===== src/rtl/dds_spi_pkg.sv =====
package dds_spi_pkg;

    localparam int ADDR_W    = 4;
    localparam int MAX_BYTES = 6;
    localparam int VAL_W     = 8 * MAX_BYTES;
    localparam int NREG      = 10;
    localparam int CTRL_ADDR = 7;
    localparam int BIT_SDO_EN = 0;
    localparam int BIT_LSB    = 1;

    typedef enum logic [1:0] {
        PH_INSTR = 2'd0,
        PH_WDATA = 2'd1,
        PH_RDATA = 2'd2,
        PH_DONE  = 2'd3
    } phase_e;

    // byte count per address, zero means not present
    function automatic logic [2:0] reg_len(input logic [ADDR_W-1:0] a);
        case (a)
            4'd0, 4'd1, 4'd8, 4'd9: reg_len = 3'd2;
            4'd2, 4'd3:             reg_len = 3'd6;
            4'd7:                   reg_len = 3'd4;
            default:                reg_len = 3'd0;
        endcase
    endfunction

endpackage


===== src/rtl/dds_spi_sync.sv =====
module dds_spi_sync #(
    parameter int          W       = 1,
    parameter logic [W-1:0] RST_VAL = '0
) (
    input  logic         clk,
    input  logic         rst_n,
    input  logic [W-1:0] d_i,
    output logic [W-1:0] lvl_o,
    output logic [W-1:0] rise_o,
    output logic [W-1:0] fall_o
);

    typedef struct packed {
        logic [W-1:0] s1;
        logic [W-1:0] s2;
        logic [W-1:0] s3;
    } sync_t;

    sync_t s_d, s_q;

    always_comb begin
        s_d    = s_q;
        s_d.s1 = d_i;
        s_d.s2 = s_q.s1;
        s_d.s3 = s_q.s2;
    end

    always_ff @(posedge clk or negedge rst_n) begin
        if (!rst_n) begin
            s_q <= {RST_VAL, RST_VAL, RST_VAL};
        end else begin
            s_q <= s_d;
        end
    end

    assign lvl_o  = s_q.s2;
    assign rise_o = s_q.s2 & ~s_q.s3;
    assign fall_o = ~s_q.s2 & s_q.s3;

endmodule


===== src/rtl/dds_spi_engine.sv =====
module dds_spi_engine
    import dds_spi_pkg::*;
(
    input  logic              clk,
    input  logic              rst_n,
    input  logic              sclk_rise,
    input  logic              sclk_fall,
    input  logic              cs_act,
    input  logic              sdi,
    input  logic              iorst,
    input  logic              lsb_first,
    input  logic              sdo_en,
    input  logic [VAL_W-1:0]  rd_data,
    output logic [ADDR_W-1:0] rd_addr,
    output logic              wr_valid,
    output logic [ADDR_W-1:0] wr_addr,
    output logic [VAL_W-1:0]  wr_data,
    output logic              sdo,
    output logic              sdo_oe
);

    typedef struct packed {
        phase_e             phase;
        logic [2:0]         bit_cnt;
        logic [2:0]         byte_cnt;
        logic [7:0]         shreg;
        logic [ADDR_W-1:0]  addr;
        logic [VAL_W-1:0]   stage;
        logic               wr_valid;
        logic               sdo;
    } eng_t;

    eng_t s_d, s_q;

    logic [7:0] nb;
    logic [2:0] cur_len;
    logic [2:0] ridx;
    logic [2:0] bsel;
    logic       rd_bit;

    always_comb begin
        s_d          = s_q;
        s_d.wr_valid = 1'b0;
        nb      = lsb_first ? {sdi, s_q.shreg[7:1]} : {s_q.shreg[6:0], sdi};
        cur_len = reg_len(s_q.addr);
        ridx    = cur_len - 3'd1 - s_q.byte_cnt;
        bsel    = lsb_first ? s_q.bit_cnt : (3'd7 - s_q.bit_cnt);
        rd_bit  = (s_q.byte_cnt < cur_len) ? rd_data[{ridx, bsel}] : 1'b0;

        if (!cs_act || iorst) begin
            s_d.phase    = PH_INSTR;
            s_d.bit_cnt  = '0;
            s_d.byte_cnt = '0;
            s_d.shreg    = '0;
        end else begin
            if (sclk_rise) begin
                s_d.shreg   = nb;
                s_d.bit_cnt = s_q.bit_cnt + 3'd1;
                if (s_q.bit_cnt == 3'd7) begin
                    case (s_q.phase)
                        PH_INSTR: begin
                            s_d.addr     = nb[ADDR_W-1:0];
                            s_d.byte_cnt = '0;
                            s_d.stage    = '0;
                            if (nb[7]) begin
                                s_d.phase = PH_RDATA;
                            end else if (reg_len(nb[ADDR_W-1:0]) == 3'd0) begin
                                s_d.phase = PH_DONE;
                            end else begin
                                s_d.phase = PH_WDATA;
                            end
                        end
                        PH_WDATA: begin
                            s_d.stage    = {s_q.stage[VAL_W-9:0], nb};
                            s_d.byte_cnt = s_q.byte_cnt + 3'd1;
                            if (s_q.byte_cnt + 3'd1 == cur_len) begin
                                s_d.wr_valid = 1'b1;
                                s_d.phase    = PH_DONE;
                            end
                        end
                        PH_RDATA: begin
                            if (s_q.byte_cnt != 3'd7) begin
                                s_d.byte_cnt = s_q.byte_cnt + 3'd1;
                            end
                        end
                        default: ;
                    endcase
                end
            end
            if (sclk_fall && s_q.phase == PH_RDATA) begin
                s_d.sdo = rd_bit;
            end
        end
    end

    always_ff @(posedge clk or negedge rst_n) begin
        if (!rst_n) begin
            s_q       <= '0;
            s_q.phase <= PH_INSTR;
        end else begin
            s_q <= s_d;
        end
    end

    assign rd_addr  = s_q.addr;
    assign wr_addr  = s_q.addr;
    assign wr_data  = s_q.stage;
    assign wr_valid = s_q.wr_valid;
    assign sdo      = s_q.sdo;
    assign sdo_oe   = sdo_en && cs_act && (s_q.phase == PH_RDATA);

    // abort returns the engine to instruction capture
    p_iorst_idle_r5: assert property (@(posedge clk) disable iff (!rst_n)
        iorst |=> (s_q.phase == PH_INSTR && s_q.bit_cnt == 3'd0));

    // only listed addresses ever reach the shadow port
    p_wr_listed_r7: assert property (@(posedge clk) disable iff (!rst_n)
        s_q.wr_valid |-> (reg_len(s_q.addr) != 3'd0));

    // output bit moves only after a falling serial edge
    p_sdo_fall_r10: assert property (@(posedge clk) disable iff (!rst_n)
        !sclk_fall |=> $stable(s_q.sdo));

endmodule


===== src/rtl/dds_spi_bank.sv =====
module dds_spi_bank
    import dds_spi_pkg::*;
#(
    parameter logic [31:0] CTRL_RST = 32'h0000_0001
) (
    input  logic                        clk,
    input  logic                        rst_n,
    input  logic                        commit,
    input  logic                        wr_valid,
    input  logic [ADDR_W-1:0]           wr_addr,
    input  logic [VAL_W-1:0]            wr_data,
    input  logic [ADDR_W-1:0]           rd_addr,
    output logic [VAL_W-1:0]            rd_data,
    output logic [NREG-1:0][VAL_W-1:0]  active_o
);

    typedef struct packed {
        logic [NREG-1:0][VAL_W-1:0] shadow;
        logic [NREG-1:0][VAL_W-1:0] active;
        logic [NREG-1:0]            pend;
    } bank_t;

    bank_t s_d, s_q;

    always_comb begin
        s_d = s_q;
        if (commit) begin
            for (int i = 0; i < NREG; i++) begin
                if (s_q.pend[i]) begin
                    s_d.active[i] = s_q.shadow[i];
                end
            end
            s_d.pend = '0;
        end
        if (wr_valid && reg_len(wr_addr) != 3'd0) begin
            for (int i = 0; i < NREG; i++) begin
                if (wr_addr == ADDR_W'(i)) begin
                    s_d.shadow[i] = wr_data;
                    s_d.pend[i]   = 1'b1;
                end
            end
        end
    end

    always_comb begin
        rd_data = '0;
        for (int i = 0; i < NREG; i++) begin
            if (rd_addr == ADDR_W'(i)) begin
                rd_data = s_q.active[i];
            end
        end
    end

    always_ff @(posedge clk or negedge rst_n) begin
        if (!rst_n) begin
            s_q                   <= '0;
            s_q.active[CTRL_ADDR] <= VAL_W'(CTRL_RST);
        end else begin
            s_q <= s_d;
        end
    end

    assign active_o = s_q.active;

    // active values only move on a commit
    p_hold_r3: assert property (@(posedge clk) disable iff (!rst_n)
        !commit |=> $stable(s_q.active));

    // a pending control value lands on commit
    p_commit_ctrl_r3: assert property (@(posedge clk) disable iff (!rst_n)
        (commit && s_q.pend[CTRL_ADDR]) |=>
            (s_q.active[CTRL_ADDR] == $past(s_q.shadow[CTRL_ADDR])));

endmodule


===== src/rtl/dds_spi_port.sv =====
module dds_spi_port
    import dds_spi_pkg::*;
#(
    parameter logic [31:0] CTRL_RST = 32'h0000_0001
) (
    input  logic        clk,
    input  logic        rst_n,
    input  logic        sclk,
    input  logic        cs_n,
    input  logic        sdi,
    input  logic        io_reset,
    input  logic        upd_strobe,
    output logic        sdo,
    output logic        sdo_oe,
    output logic [15:0] phase0_o,
    output logic [15:0] phase1_o,
    output logic [47:0] tuning0_o,
    output logic [47:0] tuning1_o,
    output logic [31:0] ctrl_o,
    output logic [15:0] ampl_i_o,
    output logic [15:0] ampl_q_o
);

    localparam int SYNC_W = 5;
    localparam int I_SCLK = 0;
    localparam int I_CS   = 1;
    localparam int I_SDI  = 2;
    localparam int I_IOR  = 3;
    localparam int I_UPD  = 4;

    logic [SYNC_W-1:0] lvl, rise, fall;
    logic [NREG-1:0][VAL_W-1:0] act;
    logic [VAL_W-1:0]  rd_data;
    logic [ADDR_W-1:0] rd_addr, wr_addr;
    logic [VAL_W-1:0]  wr_data;
    logic              wr_valid;

    dds_spi_sync #(
        .W       (SYNC_W),
        .RST_VAL (5'b00010)
    ) u_sync (
        .clk    (clk),
        .rst_n  (rst_n),
        .d_i    ({upd_strobe, io_reset, sdi, cs_n, sclk}),
        .lvl_o  (lvl),
        .rise_o (rise),
        .fall_o (fall)
    );

    dds_spi_engine u_engine (
        .clk       (clk),
        .rst_n     (rst_n),
        .sclk_rise (rise[I_SCLK]),
        .sclk_fall (fall[I_SCLK]),
        .cs_act    (!lvl[I_CS]),
        .sdi       (lvl[I_SDI]),
        .iorst     (lvl[I_IOR]),
        .lsb_first (act[CTRL_ADDR][BIT_LSB]),
        .sdo_en    (act[CTRL_ADDR][BIT_SDO_EN]),
        .rd_data   (rd_data),
        .rd_addr   (rd_addr),
        .wr_valid  (wr_valid),
        .wr_addr   (wr_addr),
        .wr_data   (wr_data),
        .sdo       (sdo),
        .sdo_oe    (sdo_oe)
    );

    dds_spi_bank #(
        .CTRL_RST (CTRL_RST)
    ) u_bank (
        .clk      (clk),
        .rst_n    (rst_n),
        .commit   (rise[I_UPD]),
        .wr_valid (wr_valid),
        .wr_addr  (wr_addr),
        .wr_data  (wr_data),
        .rd_addr  (rd_addr),
        .rd_data  (rd_data),
        .active_o (act)
    );

    assign phase0_o  = act[0][15:0];
    assign phase1_o  = act[1][15:0];
    assign tuning0_o = act[2];
    assign tuning1_o = act[3];
    assign ctrl_o    = act[CTRL_ADDR][31:0];
    assign ampl_i_o  = act[8][15:0];
    assign ampl_q_o  = act[9][15:0];

    logic unused_bits;
    assign unused_bits = ^{lvl[I_SCLK], lvl[I_UPD], rise[I_CS], rise[I_SDI], rise[I_IOR],
                           fall[I_CS], fall[I_SDI], fall[I_IOR], fall[I_UPD],
                           act[6], act[5], act[4], act[0][47:16], act[1][47:16],
                           act[CTRL_ADDR][47:32], act[8][47:16], act[9][47:16]};

    // driver enable never on while the control register disables it
    p_oe_needs_en_r9: assert property (@(posedge clk) disable iff (!rst_n)
        sdo_oe |-> ctrl_o[BIT_SDO_EN]);

    // no driver while the frame select is high (after synchronizer delay)
    p_oe_idle_r9: assert property (@(posedge clk) disable iff (!rst_n)
        (cs_n && $past(cs_n) && $past(cs_n, 2) && $past(cs_n, 3)) |-> !sdo_oe);

endmodule


===== config.mk =====
export PLATFORM = sky130hd
export DESIGN_NAME = dds_spi_port
export DESIGN_NICKNAME = d
export VERILOG_FILES = /design/src/rtl/dds_spi_pkg.sv /design/src/rtl/dds_spi_sync.sv /design/src/rtl/dds_spi_engine.sv /design/src/rtl/dds_spi_bank.sv /design/src/rtl/dds_spi_port.sv
export SDC_FILE = /design/constraint.sdc
export NUM_CORES = 1
export LEC_CHECK = 0
export BUFFER_PORTS_ARGS = -buffer_cell sky130_fd_sc_hd__buf_2
export CORE_ASPECT_RATIO = 1.4
export CORE_MARGIN = 5
export CORE_UTILIZATION = 50
export CTS_CLUSTER_DIAMETER = 40
export DETAILED_ROUTE_END_ITERATION = 10
export PLACE_DENSITY_LB_ADDON = 0.25
export SLEW_MARGIN = 20
export SYNTH_ARGS = -nofsm -noshare
export SYNTH_HDL_FRONTEND = slang
export SYNTH_SLANG_ARGS = --single-unit

===== constraint.sdc =====
create_clock -name clk -period 5.96 [get_ports clk]
set_input_delay 0 -clock clk [delete_from_list [all_inputs] [get_ports clk]]
set_output_delay 0 -clock clk [all_outputs]
set_load 0.1 [all_outputs]

==> results.toml <==
[timing]
worst_pin_slew_ns = 1.14
fin_crit_sh_pct = 66.2
worst_slack_ns = 2.01
holdWs_ns = 0.359
finalCriticalPeriod_ns = 3.95
setup_violations = 0
finalHoldViolCount = 0
rsz0062_at_grt = "no"
tns_ns = 0
timing.fmax_mhz = 253
timing.max_slew.rel_slack_pct = 23.9
fin_worst_skew_ns = 0.0297
report.final.slew_viol_count = 0

[global_routing]
grt_max_degree = 193
grt_pass1_vias = 28700
met2_usage_pct = 45.7
grtUsageMet3_pct = 4.66
grt_util_met1_pct = 34.8
track_usage_pct = 27.3
grt_busiest_layer = "met2"
globalRoute.totalOverflow = 0
antenna_found_initial = 0
grt_pass1_wl_um = 193000

[setup_path]
worst-path-max-fanout = 44
cp_slowest_cell = "or3b_1"
startpoint = "u_engine.rd_addr[2]$_DFFE_PN0P_"
cp.required_ns = 6.57
worstSetupStartpointType = "flop"
path_common_cell = "o221ai_1"
crit_type = "reg -> reg"
cp.arrival_ns = 4.56
endpoint_kind = "flop"
cp_slowest_stage_delay_ns = 0.82
cp_cell_sequence = "buf_4 -> or3b_1 -> o22ai_1 -> a31oi_1 -> a2111oi_0 -> o221ai_1 -> a221oi_1 -> o221ai_1 -> a211oi_2"
r2r_start = "u_engine.rd_addr[2]$_DFFE_PN0P_"

[cts]
clk_pin_slew_worst_paths_ns = 0.06
numCtsBuffers = 114
tritoncts = "yes"
cts_htree_levels = 3
clock_path_buffers = 3
post_cts_buffers = 0
clk_latency_ns = 0.70
cts_sinks = 1052
cts_root_buffer = "clkbuf_16"

[yosys]
synth-main-ff-cell = "dfrtp_1"
yosysUniqueCellTypes = 76
postSynthAreaPerCell_um2 = 13.3
synthTopCellsByArea = "dfrtp_1 59%, mux2_2 21%, buf_4 3.5%"
synth_top_cells_by_count = "1049 x dfrtp_1, 847 x mux2_2, 250 x clkbuf_1"
async_flop_share_pct = 100
synth_seq_area_share_pct = 59.2
syn_inst = 3353
syn_area_um2 = 44500
synth_warnings = 0
synth-edff-count = 0
ys_ff_latch = 1052
synth.most_common_cell = "dfrtp_1"
synth_top_cell_by_area = "dfrtp_1"
synth_nets = 3369
netlist.area_leader.share_pct = 59.0

[min_path]
min_path_type = "reg -> reg"
hp-start = "u_sync.s_d[8]$_DFF_PN0_"

[pwr]
power.leakage_nw = 24.5
total_power_mw = 14.6
power.density_nw_per_um2 = 299
p_clk_share_pct = 49.5
comb_power_share_pct = 1.4
p_int_mw = 11.3
p_seq_share_pct = 49.1
ir_drop_mv = 0.241
p_sw_mw = 3.23
swShare_pct = 22.2

[detailed_routing]
vias_per_cell = 6.03
drt_wl_total_um = 129000
vias = 26900
drt_first_iter_violations = 2274
antenna_left = 0
post_drt_wl_per_cell_um = 29.0
drc = 0
firstDrtPassIters = 5

[place]
place_worst_setup_slack_ns = 1.99
io_buffers = 200
gp_congestion = 1.01
hpwl_um = 85300

[run]
cap_violations = 0

[run_status]
status = "completed"

[floorplanning]
dieArea_um2 = 95100
die_x_um = 262
ios = 201
start_util_pct = 50.4
die_h_um = 363
core_um2 = 88300
fp-row-count = 129

[layout]
layout.nets = 3200
multi_input_area_um2 = 15300
syn_to_final_growth_pct = 9.69
drive_gt1_share_pct = 41.7
seq_area_um2 = 26300
n_fill_cell = 7156
-- routing by layer --
layer | up-vias | part of all wire, %
met3 | 354 | 6.2
met4 | 0 | 5.4
met1 | 14300 | 39
met2 | 1093 | 49
met5 | - | 0
li1 | 11200 | -
-- per-stage QoR --
| step | util [%] | std cells | instance area (um2) |
|---|---|---|---|
| 2_1_floorplan | - | 3353 | 44500 |
| 3_3_place_gp | 50.6 | 4230 | 44700 |
| 3_5_place_dp | 50.7 | 4232 | 44700 |
| 4_1_cts | 55.2 | 4458 | 48700 |
| 5_1_grt | 55.3 | 4460 | 48800 |
| 6_report | 55.3 | 4462 | 48800 |
-- kinds of logic (layout without fill, tap and decap cells) --
group                    after synthesis  in the layout  synth area share, %
XOR/XNOR                               9              9                0.177
other                                  0              2                    0
adder cells (fa/ha/maj)                9              9                0.270
multiplexers                         930            930                 23.8
AND/OR/NAND/NOR                      359            359                 3.76
flip-flops                          1052           1052                 59.2
buffers and inverters                585            513                 6.80
AO/OA/AOI/OAI                        409            409                 5.98
-- power groups by stage --
stage,Combinational [mW],Clock [mW],Sequential (mW)
finish,0.208,7.21,7.16
floorplan,0.0316,0,7.28
CTS,0.212,7.29,7.16
detailed placement,0.205,0,7.29
global placement,0.197,0,7.29
global route,0.242,7.61,7.15
-- worst paths after layout --
check                                                    to  slack (ns)  cells past startpoint
max reg2reg                        u_engine.sdo$_DFFE_PN0P_        2.01                      9
min in group asynchronous       u_bank.s_q[552]$_DFFE_PN0P_        0.46                      3
min reg2reg                       u_sync.lvl_o[3]$_DFF_PN0_        0.36                      0
max in group asynchronous  u_engine.wr_data[15]$_DFFE_PN0P_        3.77                      4
max                                u_engine.sdo$_DFFE_PN0P_        2.01                      9
min                               u_sync.lvl_o[3]$_DFF_PN0_        0.36                      0
-- worst max-delay path, delay by kind of cell, from the launching register on --
kind                   cells  cell delay [ns]
AOI/OAI and AO/OA          7             1.99
and+or+nand+nor            1             0.82
DFF                        1             0.71
buffers and inverters      1             0.33
-- layout by cell type, fill, tap and decap left out, types with 7 or more instances in the layout --
cell type      count
nand3_1           13
clkinv_4           8
inv_1             15
nor2_1            58
nand2_2           10
mux2i_1           65
clkbuf_8          14
a31oi_1           15
a2111oi_0          8
dfrtp_1         1046
ha_1               7
o211ai_1           8
nor2b_1           29
o32ai_1            7
buf_4             62
clkinvlp_4         8
a22oi_1           19
mux2_2           847
nand3b_1           8
clkinv_2          17
a21oi_1           71
bufinv_16          9
a211oi_1          26
o21ai_0          123
o22ai_1           37
inv_6             11
nand2b_1          13
nor3_1            10
clkbuf_1          23
mux4_2            18
o221ai_1          21
nand2_1          171
dlygate4sd3_1     13
a221oi_1          17
buf_2            199
clkbuf_16        115
-- layout make-up --
type	instances	area share [%]
tap	1179	3.02
antenna	2	0.0103
clock buffer	152	6.47
sequential	1052	54.0
multi-input combinational	1716	31.3
clock inverter	61	1.42
timing repair buffer	284	3.70
inverter	16	0.123
-- flip-flops by register name (all words and copies together), names as in the netlist --
name	flops
u_bank.active_o	480
u_engine.s_q	16
u_sync.lvl_o	5
u_engine.rd_addr	4
u_sync.s_q	2
u_engine.wr_valid	1
u_engine.wr_data	48
u_bank.s_q	490
u_engine.sdo	1
u_sync.s_d	5
-- repair_timing --
action                    CTS  global route
hold endpoints to repair  108             0
resized for setup           0             0
hold buffers               13             0
Note: power is estimated with default switching activity, not from simulation.
